**src/rtl/ecc_xlat_pkg.sv**
```systemverilog
package ecc_xlat_pkg;

    localparam int unsigned ENTRY_W  = 64;
    localparam int unsigned ENTRY_LG = 3;   // 8-byte entries

    typedef enum logic [1:0] {
        ST_IDLE = 2'd0,
        ST_REQ  = 2'd1,
        ST_WAIT = 2'd2,
        ST_DONE = 2'd3
    } walk_st_e;

    typedef enum logic [1:0] {
        RS_OK     = 2'd0,
        RS_NOPROT = 2'd1,
        RS_FAULT  = 2'd2
    } rsp_st_e;

endpackage

```
**src/rtl/ecc_tbl_addr.sv**
```systemverilog
module ecc_tbl_addr
    import ecc_xlat_pkg::*;
#(
    parameter int unsigned OFF_W  = 12,
    parameter int unsigned IDX_W  = 9,
    parameter int unsigned LEVELS = 3,
    localparam int unsigned PA_W  = OFF_W + LEVELS * IDX_W,
    localparam int unsigned PFN_W = PA_W - OFF_W,
    localparam int unsigned LVL_W = $clog2(LEVELS)
) (
    input  logic [PFN_W-1:0] ptr,
    input  logic [PA_W-1:0]  paddr,
    input  logic [LVL_W-1:0] lvl,
    output logic [PA_W-1:0]  addr
);

    logic [IDX_W-1:0] idx_arr [LEVELS];
    logic [IDX_W-1:0] idx;

    // level 0 takes the most significant index field
    for (genvar l = 0; l < LEVELS; l++) begin : g_idx
        assign idx_arr[l] = paddr[OFF_W + (LEVELS-1-l)*IDX_W +: IDX_W];
    end

    always_comb begin
        idx = '0;
        for (int l = 0; l < LEVELS; l++) begin
            if (lvl == LVL_W'(l)) idx = idx_arr[l];
        end
    end

    assign addr = {ptr, OFF_W'({idx, {ENTRY_LG{1'b0}}})};

endmodule

```
**src/rtl/ecc_entry_dec.sv**
```systemverilog
module ecc_entry_dec
    import ecc_xlat_pkg::*;
#(
    parameter int unsigned OFF_W = 12,
    parameter int unsigned PFN_W = 27
) (
    input  logic [ENTRY_W-1:0] entry,
    output logic               ok,
    output logic [1:0]         prot,
    output logic [PFN_W-1:0]   pfn
);

    localparam int unsigned HI_LO = OFF_W + PFN_W;

    logic rsvd_lo_set;
    logic rsvd_hi_set;

    assign rsvd_lo_set = |entry[OFF_W-1:3];
    assign rsvd_hi_set = |entry[ENTRY_W-1:HI_LO];

    assign ok   = entry[0] && !rsvd_lo_set && !rsvd_hi_set;
    assign prot = entry[2:1];
    assign pfn  = entry[HI_LO-1:OFF_W];

endmodule

```
**src/rtl/ecc_off_scale.sv**
```systemverilog
module ecc_off_scale #(
    parameter int unsigned OFF_W   = 12,
    parameter int unsigned LINE_LG = 6,
    parameter int unsigned NCODE   = 4
) (
    input  logic [OFF_W-1:0]         off,
    input  logic [$clog2(NCODE)-1:0] code,
    output logic [OFF_W-1:0]         scaled
);

    localparam int unsigned CODE_W = $clog2(NCODE);

    logic [OFF_W-1:0] cand [NCODE];

    // code c stores 2^c tier-2 bytes per 2^LINE_LG data bytes
    for (genvar c = 0; c < NCODE; c++) begin : g_cand
        if (c == 0) begin : g_none
            assign cand[c] = '0;
        end else begin : g_shift
            assign cand[c] = off >> (LINE_LG - c);
        end
    end

    always_comb begin
        scaled = '0;
        for (int c = 0; c < NCODE; c++) begin
            if (code == CODE_W'(c)) scaled = cand[c];
        end
    end

endmodule

```
**src/rtl/ecc_xlat.sv**
```systemverilog
module ecc_xlat
    import ecc_xlat_pkg::*;
#(
    parameter int unsigned OFF_W   = 12,
    parameter int unsigned IDX_W   = 9,
    parameter int unsigned LEVELS  = 3,
    parameter int unsigned LINE_LG = 6,
    localparam int unsigned PA_W   = OFF_W + LEVELS * IDX_W,
    localparam int unsigned PFN_W  = PA_W - OFF_W,
    localparam int unsigned LVL_W  = $clog2(LEVELS)
) (
    input  logic               clk,
    input  logic               rst_n,
    input  logic [PFN_W-1:0]   tbl_base,
    input  logic               req_valid,
    output logic               req_ready,
    input  logic [PA_W-1:0]    req_paddr,
    output logic               mem_req_valid,
    input  logic               mem_req_ready,
    output logic [PA_W-1:0]    mem_req_addr,
    input  logic               mem_rsp_valid,
    input  logic [ENTRY_W-1:0] mem_rsp_data,
    output logic               rsp_valid,
    output logic [1:0]         rsp_status,
    output logic [1:0]         rsp_prot,
    output logic [PA_W-1:0]    rsp_eaddr
);

    localparam logic [LVL_W-1:0] LAST_LVL = LVL_W'(LEVELS - 1);

    typedef struct packed {
        walk_st_e         st;
        logic [LVL_W-1:0] lvl;
        logic [PA_W-1:0]  pa;
        logic [PFN_W-1:0] ptr;
        logic [1:0]       status;
        logic [1:0]       prot;
        logic [PA_W-1:0]  ea;
    } walk_s;

    walk_s q, d;

    logic             ent_ok;
    logic [1:0]       ent_prot;
    logic [PFN_W-1:0] ent_pfn;
    logic [OFF_W-1:0] off_scaled;

    ecc_tbl_addr #(
        .OFF_W  (OFF_W),
        .IDX_W  (IDX_W),
        .LEVELS (LEVELS)
    ) u_addr (
        .ptr   (q.ptr),
        .paddr (q.pa),
        .lvl   (q.lvl),
        .addr  (mem_req_addr)
    );

    ecc_entry_dec #(
        .OFF_W (OFF_W),
        .PFN_W (PFN_W)
    ) u_dec (
        .entry (mem_rsp_data),
        .ok    (ent_ok),
        .prot  (ent_prot),
        .pfn   (ent_pfn)
    );

    ecc_off_scale #(
        .OFF_W   (OFF_W),
        .LINE_LG (LINE_LG),
        .NCODE   (4)
    ) u_scale (
        .off    (q.pa[OFF_W-1:0]),
        .code   (ent_prot),
        .scaled (off_scaled)
    );

    always_comb begin
        d = q;
        unique case (q.st)
            ST_IDLE: begin
                if (req_valid) begin
                    d.st     = ST_REQ;
                    d.lvl    = '0;
                    d.pa     = req_paddr;
                    d.ptr    = tbl_base;
                    d.status = RS_OK;
                    d.prot   = '0;
                    d.ea     = '0;
                end
            end
            ST_REQ: begin
                if (mem_req_ready) d.st = ST_WAIT;
            end
            ST_WAIT: begin
                if (mem_rsp_valid) begin
                    if (!ent_ok) begin
                        d.st     = ST_DONE;
                        d.status = RS_FAULT;
                        d.prot   = '0;
                        d.ea     = '0;
                    end else if (q.lvl != LAST_LVL) begin
                        d.st  = ST_REQ;
                        d.lvl = q.lvl + 1'b1;
                        d.ptr = ent_pfn;
                    end else if (ent_prot == 2'd0) begin
                        d.st     = ST_DONE;
                        d.status = RS_NOPROT;
                        d.prot   = '0;
                        d.ea     = '0;
                    end else begin
                        d.st     = ST_DONE;
                        d.status = RS_OK;
                        d.prot   = ent_prot;
                        d.ea     = {ent_pfn, off_scaled};
                    end
                end
            end
            ST_DONE: begin
                d.st = ST_IDLE;
            end
            default: d.st = ST_IDLE;
        endcase
    end

    always_ff @(posedge clk or negedge rst_n) begin
        if (!rst_n) begin
            q <= '{st: ST_IDLE, default: '0};
        end else begin
            q <= d;
        end
    end

    assign req_ready     = (q.st == ST_IDLE);
    assign mem_req_valid = (q.st == ST_REQ);
    assign rsp_valid     = (q.st == ST_DONE);
    assign rsp_status    = q.status;
    assign rsp_prot      = q.prot;
    assign rsp_eaddr     = q.ea;

endmodule

```
**config.mk**
```make
export PLATFORM = sky130hd
export DESIGN_NAME = ecc_xlat
export DESIGN_NICKNAME = d
export VERILOG_FILES = /design/src/rtl/ecc_xlat_pkg.sv /design/src/rtl/ecc_tbl_addr.sv /design/src/rtl/ecc_entry_dec.sv /design/src/rtl/ecc_off_scale.sv /design/src/rtl/ecc_xlat.sv
export SDC_FILE = /design/constraint.sdc
export NUM_CORES = 1
export LEC_CHECK = 0
export ABC_CLOCK_PERIOD_IN_PS = 1950
export BUFFER_PORTS_ARGS = -buffer_cell sky130_fd_sc_hd__buf_2
export CORE_AREA = 8 8 123 125
export DETAILED_ROUTE_END_ITERATION = 8
export DIE_AREA = 0 0 131 133
export GPL_ROUTABILITY_DRIVEN = 0
export PLACE_DENSITY = 0.77
export SLEW_MARGIN = 20
export SYNTH_ARGS = -nofsm -noshare
export SYNTH_HDL_FRONTEND = slang
export SYNTH_SLANG_ARGS = --single-unit
```
**constraint.sdc**
```tcl
create_clock -name clk -period 1.95 [get_ports clk]
set_input_delay 0.2925 -clock clk [delete_from_list [all_inputs] [get_ports clk]]
set_output_delay 0.2925 -clock clk [all_outputs]
set_load 0.005 [all_outputs]
```
[After elaboration in Yosys (flattened, before gate mapping)]
Index checks and enable logic that the tools add are counted.
Storage, ports and cells
  flip-flop bits (word level): 113
  bits of input ports: 135
  logic and storage cells: 59
Cells by class
  $add $sub $neg: 1
  eq/ne operators: 15
  muxes and demuxes: 22
  reductions and logical operators: 14
Operators by type and width (number)
  $pmux W70 S2: 1
  $mux W113: 1
  $mux W43: 2
  $mux W70: 1
  $mux W27: 2
  $mux W42: 1
  $mux W9: 3
  $reduce_or A25 Y1: 1
  $mux W12: 2
  $eq A2 B2 Y1 const B: 5
  $mux W2: 5
  $ne A2 B2 Y1 const B: 5
  $reduce_or A9 Y1: 1
  $pmux W2 S4: 1
  $mux W7: 1
  $eq A2 B1 Y1 const B: 3
  $logic_not A2 Y1: 3
  $reduce_and A5 Y1: 1
  $mux W4: 1
  $pmux W2 S2: 1
  $reduce_and A4 Y1: 1
  $ne A3 B3 Y1 const B: 1
  $reduce_and A3 Y1: 1
  $add A2 B1 Y2 const B: 1
  other kinds (5): 7

[Depth between registers and ports, before layout]
Gate-level depths: netlist of the first run.
  word-level depth: 9
  mapped depth: 9

[Cells and area by module]
Synthesis of the first run repeated with hierarchy kept, for this count alone.
Second synthesis, totals
  cells, all modules: 482
  area, all modules: 6034.5 um2
Modules (own cells, without submodules)
  ecc_xlat: times used 1, cells an instance 356, area an instance 5027.3 um2, sequential area each 2827.7 um2
  ecc_tbl_addr: times used 1, cells an instance 53, area an instance 449.2 um2, sequential area each 0.0 um2
  ecc_entry_dec: times used 1, cells an instance 42, area an instance 325.3 um2, sequential area each 0.0 um2
  ecc_off_scale: times used 1, cells an instance 31, area an instance 232.7 um2, sequential area each 0.0 um2

[Worst setup path after synthesis of the first run]
No wires, ideal clock.
  kind: register -> register
  start: register q[112] (netlist name)
  end: register q[109] (netlist name)
  data arrival time: 1788 ps
  path slack: 34 ps
  stages on the path, launching flop included: 9
  buffers on the path: 3
  clock period less this slack: 1916 ps
  path through: dfrtp_1 > mux2i_1 > or2_0 > buf_2 > nor2_4 > a21o_1 > buf_6 > buf_6 > mux2_1
On the way
  word-level cells in the longest chain between the ends: 3
  elaborated cells between the ends (all ways): 9
  those cells by class: 5 x eq/ne; 1 x mux; 3 x reduce/logical
Ends and longest elaborated chain
  start: declaration: RTL line ecc_xlat.sv:41  | walk_s q, d;
  start signal: assignment: RTL line ecc_xlat.sv:129  | q <= '{st: ST_IDLE, default: '0};
  start signal: assignment: RTL line ecc_xlat.sv:131  | q <= d;
  $eq A2 B2 Y1 or $logic_not A2 Y1 (tied branches): RTL line ecc_xlat.sv:81  | unique case (q.st)
  $ne A2 B2 Y1 (no line) or $reduce_bool A2 Y1 (tied branches)
  $reduce_and A5 Y1 (no line)
Parallel ways exist; a longest one is shown, timed or not.
A chain may end at the register's enable or synchronous reset.

[Worst setup path in the final report of the first run]
  start: register q[109] (netlist name)
  end: output port mem_req_addr[6]
On the way
  word-level cells in the longest chain between the ends: 4
  elaborated cells between the ends (all ways): 6
  those cells by class: 2 x eq/ne; 3 x mux; 1 x reduce/logical
Ends and longest elaborated chain
  $logic_not A2 Y1: RTL line ecc_tbl_addr.sv:28  | if (lvl == LVL_W'(l)) idx = idx_arr[l];
  $mux W9 (2 in a row): RTL line ecc_tbl_addr.sv:28
  $mux W9 *: RTL line ecc_tbl_addr.sv:28
  end: declaration: RTL line ecc_xlat.sv:20  | output logic [PA_W-1:0] mem_req_addr,
Mark *: on every way between the ends. The rest lies on a longest branch, timed or not.

==> results of run 1 <==
-- timing repair --
action,CTS,global route
endpoints found under the setup margin,8,34
pin swaps,3,5
resized for setup,19,12
cloned,0,1
hold buffers,1,0
buffers inserted,3,4
endpoints found under the hold margin,59,0
-- cells in the mapped netlist (2+ instances only) --
cell type	number
nor3_1	2
mux2_4	3
mux2_2	48
nor2b_1	2
nor2_1	5
a21oi_1	13
nand2_1	103
nor4_1	7
ha_1	3
nor4b_1	2
mux2_1	18
o21ai_0	12
a22oi_1	8
nand2b_1	2
buf_6	3
buf_4	74
buf_2	11
inv_1	41
nand3_1	30
mux2i_1	45
clkbuf_1	16
and2_1	2
dfrtp_1	107
nand4_1	2
-- cell families after synthesis --
group | Yosys count | share of synthesized area [%]
buffers and inverters | 146 | 14.94
multiplexers | 114 | 21.46
flip-flops | 107 | 46.39
adder cells (fa/ha/maj) | 3 | 0.6504
other | 1 | 0.06497
AO/OA/AOI/OAI | 36 | 3.707
AND/OR/NAND/NOR | 162 | 12.79
-- routing by layer --
layer  global-route usage [%]  up-vias
met5                        0        -
met2                    28.04      142
met1                    20.16     2091
met4                    6.063        0
li1                         -     2106
met3                    4.580       17
-- power groups by stage --
stage / logic (W) / registers [W] / clock network [W]
2_1_floorplan: 0.00257 / 0.00320 / 0
4_1_cts: 0.00375 / 0.00329 / 0.00204
3_5_place_dp: 0.00358 / 0.00331 / 0
3_3_place_gp: 0.00351 / 0.00327 / 0
5_1_grt: 0.00435 / 0.00339 / 0.00212
6_report: 0.00396 / 0.00330 / 0.00198
-- per-stage QoR --
| step | util [%] | setup slack (ns) | setup TNS, ns | instances |
|---|---|---|---|---|
| floorplan | - | 0.03421 | 0 | 574 |
| global route | 54.52 | -0.06077 | -0.3910 | 904 |
| finish | 54.52 | 0.03187 | 0 | 904 |
| detailed placement | 50.61 | -0.1189 | -3.537 | 879 |
| global placement | 50.61 | -0.1080 | -3.734 | 879 |
| CTS | 53.69 | 0.005031 | 0 | 899 |
-- final cells by class --
type / count / area (sq um)
fillers: 1186 / 5951
flip-flops and latches: 107 / 2678
multi-input cells: 321 / 2333
repair buffers: 243 / 1420
clock buffers: 12 / 256.5
well taps: 176 / 220.2
inverters: 41 / 153.9
clock inverters: 4 / 72.57
-- flip-flops by register name, summed over array words and instances (netlist names) --
name	count
rsp_prot	2
q	67
rsp_eaddr	36
rsp_status	2
-- path summary, 6_finish.rpt --
path / cells after the start / startpoint / endpoint / slack (ns)
min in group asynchronous: 3 / rst_n / q[64] / 0.49
max in group asynchronous: 3 / rst_n / rsp_eaddr[6] / 0.89
min reg2reg: 1 / q[62] / q[62] / 0.48
min: 2 / mem_req_ready / q[111] / 0.15
max reg2reg: 6 / q[112] / q[55] / 0.09
max: 7 / q[109] / mem_req_addr[6] / 0.03
-- critical path, cell delays in order, from the launching register on --
cell and delay (ns):
dfrtp_1 0.43, inv_2 0.10, ha_4 0.13, nor2b_4 0.15
buf_12 0.14, a22oi_2 0.05, o21ai_1 0.13, buf_2 0.15
==> metrics.csv, run 1 <==
metric;value;unit
outcome;completed;
finalCriticalPeriod;1.918;ns
synth_sequential_area_ratio;46.39;%
synth_area;0.005772;sq mm
first_pass_iters;4;
dr_total_vias;4356;
worstSkewPairLatency;0.34;ns
finalMaxSlewViolations;0;
post_synth.cell_area_avg;10.14;sq um
cp_max_fo;8;
worst_setup_ep_type;primary output;
postSynthCellCount;569;
antenna_found_initial;0;
drt_first_iter_violations;138;
overflow;0;
postRouteAntennaNets;0;
die_area;0.01742;sq mm
top_layer;met4;
worst_slew_pin_slew;0.6188;ns
cts_tree;done;
cts_buffers;9;
layout_commonest_cell;buf_2;
layout.cell_area.non_filler;0.007134;sq mm
synth_edf_count;0;
start_kind;flip-flop;
combinational_power_share;42.9;%
dpl_cell_area;0.006623;sq mm
share_of_layout_cells_above_drive_strength_1;45.05;%
average_vias_per_placed_instance;4.819;
area_delta_synth_final;23.61;%
core.rowCount;42;
met1Wirelength;6.048;mm
share_clk_of_total_power;21.5;%
report.final.setup_viol;0;
cts.reportedPaths.clkPinSlew;0.07;ns
number_of_levels_in_the_clock_h_tree;3;
final_cell_mix;buf_2 (209), dfrtp_1 (107), nand2_1 (102);
final_net_count;861;
synthFlopType;dfrtp_1;
grt_setup_unrepaired;yes;
placement.io_buffers;210;
core_region_area;0.01309;sq mm
crit_path_arrival_time;1.63;ns
cts-root-to-sink-buffers;2;
skew;0.004394;ns
asyncSetResetFlopFracSynth;100.0;%
critical_path_class;flip-flop to primary output;
timing.max_slew.rel_slack;58.75;%
number_of_global_route_vias_before_repair;4549;
netSwitchingPower;0.003030;W
fmax;521.3;MHz
clkSinkCount;107;
drcViolationCount;0;
wl_met3;1.260;mm
yosysTopAreaCell;dfrtp_1;
die_x;131;um
max-vdd-ir-drop;791.7;uV
clockRootBuffer;clkbuf_16;
p_int;0.006218;W
dr_wl_cell;16.44;um
yosysWarningCount;0;
power.share.sequential;35.7;%
fin_worst_hold_slack;0.1517;ns
drv_cap;0;
grt_first_pass_wirelength;23.10;mm
cp_data_required_time;1.66;ns
insertedDiodeCount;0;
met2_wl;7.290;mm
leakagePower;3.643;nW
finalWirelength;14.87;mm
library_cells_used_by_synthesis;34;
min_path_type;input pin to flip-flop;
power.total;0.009249;W
synth.top_cell.area_share;46.39;%
gr-usage-all-layers;16.83;%
hold_vio_cnt_final;0;
hpwlAfterDp;11.25;mm
top_level_ports;220;
initial_core_util;44.11;%
swShare;32.76;%
post_synth_main_area_contributors;dfrtp_1 (46%), buf_4 (9.6%), mux2_2 (9.4%);
floorplan.die.height;133;um
grt_start_max_net_pins;60;
power-per-cell-area;1296;mW/mm^2
post-route-period-util;98.37;%
postSynthRegisterBits;107;
(Power assumes the default switching activity.)
==> run 2, diff against run 1 <==
--- a/config.mk
+++ b/config.mk
@@ -5,13 +5,15 @@
 export SDC_FILE = /design/constraint.sdc
 export NUM_CORES = 1
 export LEC_CHECK = 0
+export ABC_AREA = 1
 export ABC_CLOCK_PERIOD_IN_PS = 1950
 export BUFFER_PORTS_ARGS = -buffer_cell sky130_fd_sc_hd__buf_2
-export CORE_AREA = 8 8 123 125
+export CAP_MARGIN = 20
+export CORE_AREA = 8 8 125 127
 export DETAILED_ROUTE_END_ITERATION = 8
-export DIE_AREA = 0 0 131 133
+export DIE_AREA = 0 0 133 135
 export GPL_ROUTABILITY_DRIVEN = 0
-export PLACE_DENSITY = 0.77
+export PLACE_DENSITY = 0.78
 export SLEW_MARGIN = 20
 export SYNTH_ARGS = -nofsm -noshare
 export SYNTH_HDL_FRONTEND = slang
==> metrics.csv, run 2 <==
metric;value;unit
grt_setup_unrepaired;yes;
dr_wl_cell;15.59;um
yosysWarningCount;0;
skew;0.01359;ns
min-delay-start;req_paddr[8];
yosysTopAreaCell;dfrtp_1;
area_delta_synth_final;19.54;%
overflow;0;
cts_tree;done;
post_route_utilization;53.81;%
synth_edf_count;0;
top_level_ports;220;
dr_total_vias;5543;
layout_commonest_cell;nand2_1;
postSynthRegisterBits;107;
yosysMostFrequentCell;nand2_1;
worstRegToRegCells;9;
cp_data_required_time;1.66;ns
number_of_levels_in_the_clock_h_tree;3;
final_layout_fill_cell_count;1311;
cts-root-to-sink-buffers;2;
postSynthCellCount;797;
first_pass_iters;5;
finalWorstSetupSlack;0.01133;ns
drt_first_iter_violations;449;
crit_path_arrival_time;1.65;ns
worstSkewPairLatency;0.36;ns
finalWirelength;17.52;mm
final_cell_mix;nand2_1 (227), buf_2 (209), dfrtp_1 (107);
drcViolationCount;0;
min_path_type;input pin to flip-flop;
depth_of_the_worst_hold_timing_path;2;
fmax;515.8;MHz
clkSinkCount;107;
critical_path_class;flip-flop to primary output;
synth.top_cell.area_share;43.70;%
power-per-cell-area;1246;mW/mm^2
finalMaxSlewViolations;0;
worst_setup_ep_type;primary output;
postRouteAntennaNets;0;
finalCriticalPeriod;1.939;ns
cts_buffers;9;
average_vias_per_placed_instance;4.931;
grt_first_pass_wirelength;27.79;mm
placement_stage_worst_setup_slack;0.1265;ns
core_region_area;0.01361;sq mm
hold_vio_cnt_final;0;
max_flop_register;q;
cp_max_fo;5;
number_of_global_route_vias_before_repair;5454;
cts.reportedPaths.clkPinSlew;0.08;ns
synth.top_cells.by_count;nand2_1 (227), dfrtp_1 (107), nand3_1 (106);
placement.io_buffers;210;
synth_area;0.006127;sq mm
asyncSetResetFlopFracSynth;100.0;%
floorplan.die.height;135;um
gr-usage-all-layers;19.32;%
post_synth.cell_area_avg;7.688;sq um
synth_sequential_area_ratio;43.70;%
drv_cap;0;
core.rowCount;43;
clockRootBuffer;clkbuf_16;
initial_core_util;45.01;%
outcome;completed;
synthFlopType;dfrtp_1;
library_cells_used_by_synthesis;26;
grt_start_max_net_pins;60;
post_synth_main_area_contributors;dfrtp_1 (44%), nand2_1 (14%), buf_4 (9.3%);
antenna_found_initial;0;
post-route-period-util;99.42;%
crit-reg2reg-launch;q[112];
die_area;0.01796;sq mm
leakagePower;3.967;nW
share_of_layout_cells_above_drive_strength_1;32.42;%
insertedDiodeCount;0;
report.final.setup_viol;0;
max-vdd-ir-drop;729.8;uV
hpwlAfterDp;13.51;mm
final_net_count;1077;
largest_register_ffs;67;
setup.worst_path.start;q[109];
start_kind;flip-flop;
die_x;133;um
==> run 2: changes by cell type in the layout (fill, tap and decap cells not counted), sizes merged, moves of 3 or more <==
cell / delta
nor2: +100
o21ai: +26
nand3: +76
nor4: -8
inv: -3
nand2: +124
mux2: -34
mux2i: -45
a21oi: -9
==> run 2: metal layers <==
metal / wire, um / GRT usage (%)
met1: 7226 / 23.30
met2: 8279 / 31.43
met3: 1666 / 6.872
met4: 346 / 6.435
met5: 0 / 0
==> run 2: path summary, 6_finish.rpt <==
| path | endpoint | slack, ns |
|---|---|---|
| min reg2reg | q[57] | 0.47 |
| min in group asynchronous | q[59] | 0.30 |
| max in group asynchronous | q[102] | 1.09 |
| max reg2reg | q[55] | 0.19 |
| min | q[78] | 0.17 |
| max | mem_req_addr[4] | 0.01 |
==> run 2: logic make-up (layout without fill, tap and decap cells) <==
group | count (synthesis) | after routing | share of synthesized area (%)
muxes | 35 | 35 | 6.433
AOI/OAI and AO/OA | 57 | 57 | 5.207
other | 1 | 6 | 0.06120
buffers and inverters | 151 | 293 | 14.27
DFF | 107 | 107 | 43.70
adders and majority gates | 3 | 3 | 0.6127
and+or+nand+nor | 443 | 443 | 29.71
==> run 2: through the flow <==
step / hold slack (ns) / area (sq um) / power (W) / instances / setup TNS [ns]
floorplan: -0.003091 / 6146 / 0.005970 / 802 / 0
global placement: 0.1333 / 6934 / 0.007058 / 1103 / 0
detailed placement: 0.1314 / 6934 / 0.007135 / 1103 / 0
CTS: 0.1539 / 7292 / 0.009084 / 1124 / 0
global route: 0.1594 / 7325 / 0.009830 / 1124 / -0.4640
finish: 0.1670 / 7325 / 0.009124 / 1124 / 0
==> run 2: final cells by class <==
type                    count  area [sq um]  share of cell area [%]
flip-flops and latches    107          2678                   36.56
multi-input cells         544          2641                   36.06
repair buffers            242          1370                   18.71
clock buffers              11         232.7                   3.177
well taps                 180         225.2                   3.075
inverters                  35         133.9                   1.828
clock inverters             5         43.79                  0.5979
==> run 2: power by group <==
group          internal, W  leakage, nW  switching (W)
clock network     0.000887        0.129       0.000858
registers          0.00288         1.38       0.000416
logic              0.00175         2.46        0.00233
==> run 2: timing repair <==
action                                  4_1_cts  5_1_grt
hold buffers                                  1        0
resized for setup                            19       13
hold endpoints to repair                     12        0
setup buffers                                 3        0
endpoints found under the setup margin        9        9
pin swaps                                     3        3
gates cloned                                  1        0
==> run 2: worst max-delay path, stage by stage (launching register included) <==
cell,delay (ns)
dfrtp_1,0.42
inv_2,0.09
ha_4,0.15
inv_4,0.04
nor2_4,0.13
buf_6,0.14
a22oi_1,0.08
o21ai_1,0.12
buf_2,0.13
==> run 3, diff against run 2 <==
--- a/config.mk
+++ b/config.mk
@@ -13,6 +13,7 @@
 export DETAILED_ROUTE_END_ITERATION = 8
 export DIE_AREA = 0 0 133 135
 export GPL_ROUTABILITY_DRIVEN = 0
+export GPL_TIMING_DRIVEN = 0
 export PLACE_DENSITY = 0.78
 export SLEW_MARGIN = 20
 export SYNTH_ARGS = -nofsm -noshare
==> metrics.csv, run 3 (synthesis results as in run 2) <==
metric;value;unit
outcome;completed;
number_of_levels_in_the_clock_h_tree;3;
finalMaxSlewViolations;0;
core.rowCount;43;
skew;0.004994;ns
max-vdd-ir-drop;926.5;uV
post-route-period-util;99.64;%
postRouteAntennaNets;0;
core_region_area;0.01361;sq mm
worst_slew_pin_slew;0.4991;ns
final_cell_mix;nand2_1 (224), buf_2 (220), nand3_1 (106);
stdcell_count;1215;
dpl_cell_area;0.007446;sq mm
placed_cells_incl_taps;1191;
hpwlAfterDp;14.94;mm
die_area;0.01796;sq mm
area_delta_synth_final;28.71;%
min_path_type;input pin to flip-flop;
grt_start_max_net_pins;63;
hold_vio_cnt_final;0;
max_flop_register;q;
crit_path_arrival_time;1.65;ns
finalCriticalPeriod;1.943;ns
final_layout_fill_cell_count;1283;
crit_slowest_cell;dfrtp_1;
drcViolationCount;0;
power.total;0.009565;W
cts_buffers;9;
depth_of_the_worst_hold_timing_path;2;
cp_data_required_time;1.66;ns
multi_input_comb_area;0.002683;sq mm
drv_cap;0;
antenna_found_initial;2;
fmax;514.7;MHz
first_pass_iters;5;
worstRegToRegCells;9;
grt_setup_unrepaired;yes;
overflow;0;
critical_path_class;flip-flop to primary output;
timing.max_slew.rel_slack;66.65;%
number_of_global_route_vias_before_repair;5902;
average_vias_per_placed_instance;4.877;
placement.io_buffers;208;
leakagePower;4.350;nW
layout.cell_area.non_filler;0.007886;sq mm
drt_first_iter_violations;451;
cts-root-to-sink-buffers;2;
die_x;133;um
worst_setup_ep_type;primary output;
finalWirelength;18.83;mm
power-per-cell-area;1213;mW/mm^2
worstSkewPairLatency;0.35;ns
largest_register_ffs;67;
cp_max_fo;5;
share_of_layout_cells_above_drive_strength_1;37.17;%
register_area;0.002680;sq mm
clkSinkCount;107;
worst_path_cell_trace;inv_2, ha_4, inv_4, nor2_4, a22oi_1, o21ai_1, buf_2;
report.final.setup_viol;0;
timing.critical_path.slowest_cell_delay;0.43;ns
start_kind;flip-flop;
dr_total_vias;5925;
floorplan.die.height;135;um
clockRootBuffer;clkbuf_16;
initial_core_util;45.01;%
cts_tree;done;
final_net_count;1166;
top_level_ports;220;
layout_commonest_cell;nand2_1;
gr-usage-all-layers;20.47;%
grt_first_pass_wirelength;29.58;mm
cts.reportedPaths.clkPinSlew;0.07;ns
dr_wl_cell;15.50;um
-- run 3: changes by cell type in the layout (fill, tap and decap cells not counted), moves of 5 or more --
cell | before | now
buf_12 | 5 | 0
buf_2 | 209 | 220
buf_4 | 24 | 82
clkbuf_1 | 2 | 18
-- run 3: worst max-delay path, delay by kind of cell, from the launching register on --
kind / cells / cell delay, ns
flip-flops: 1 / 0.43
buffers and inverters: 3 / 0.30
AO/OA/AOI/OAI: 2 / 0.26
AND/OR/NAND/NOR: 1 / 0.17
adder cells (fa/ha/maj): 1 / 0.14
-- run 3: stage by stage --
stage / setup WS (ns) / hold slack [ns] / TNS, ns / util (%)
2_1_floorplan: 0.2418 / -0.003091 / 0 / -
3_3_place_gp: -0.6397 / 0.4570 / -73.62 / 54.45
3_5_place_dp: -0.3182 / 0.2469 / -7.876 / 54.70
4_1_cts: -0.04210 / 0.1614 / -0.05471 / 57.33
5_1_grt: -0.07399 / 0.1683 / -0.3465 / 57.94
6_report: 0.006944 / 0.1719 / 0 / 57.94
-- run 3: cell type report --
type | count | area share [%]
Sequential cell | 107 | 33.98
Tap cell | 180 | 2.856
Timing Repair Buffer | 216 | 14.33
Buffer | 114 | 9.535
Inverter | 35 | 1.729
Multi-Input combinational cell | 545 | 34.02
Clock inverter | 7 | 0.6346
Antenna cell | 2 | 0.06346
Clock buffer | 9 | 2.856
-- run 3: where the power goes --
part	total (W)	switching (W)	internal [W]
logic	0.00453	0.00253	0.00199
registers	0.00332	0.000435	0.00288
clock network	0.00172	0.000843	0.000876
total	0.00957	0.00381	0.00575
-- run 3: metal layers --
layer | global-route usage, % | wire length [um] | vias up
li1 | - | - | 2955
met1 | 24.82 | 7960 | 2720
met2 | 34.02 | 9027 | 227
met3 | 5.869 | 1476 | 23
met4 | 7.319 | 367 | 0
met5 | 0 | 0 | -
-- run 3: final timing paths --
kind	startpoint	endpoint	slack (ns)
min in group asynchronous	rst_n	q[54]	0.45
hold / removal	req_paddr[13]	q[83]	0.17
setup / recovery	q[109]	mem_req_addr[9]	0.007
max in group asynchronous	rst_n	rsp_eaddr[34]	0.84
hold reg to reg	q[44]	q[44]	0.48
setup reg to reg	q[110]	q[66]	0.10
-- run 3: what timing repair did --
item,CTS,global route
gates cloned,1,0
buffers inserted,2,4
hold buffers,1,0
endpoints found under the setup margin,59,96
endpoints found under the hold margin,45,0
pin swaps,3,10
resized for setup,22,22
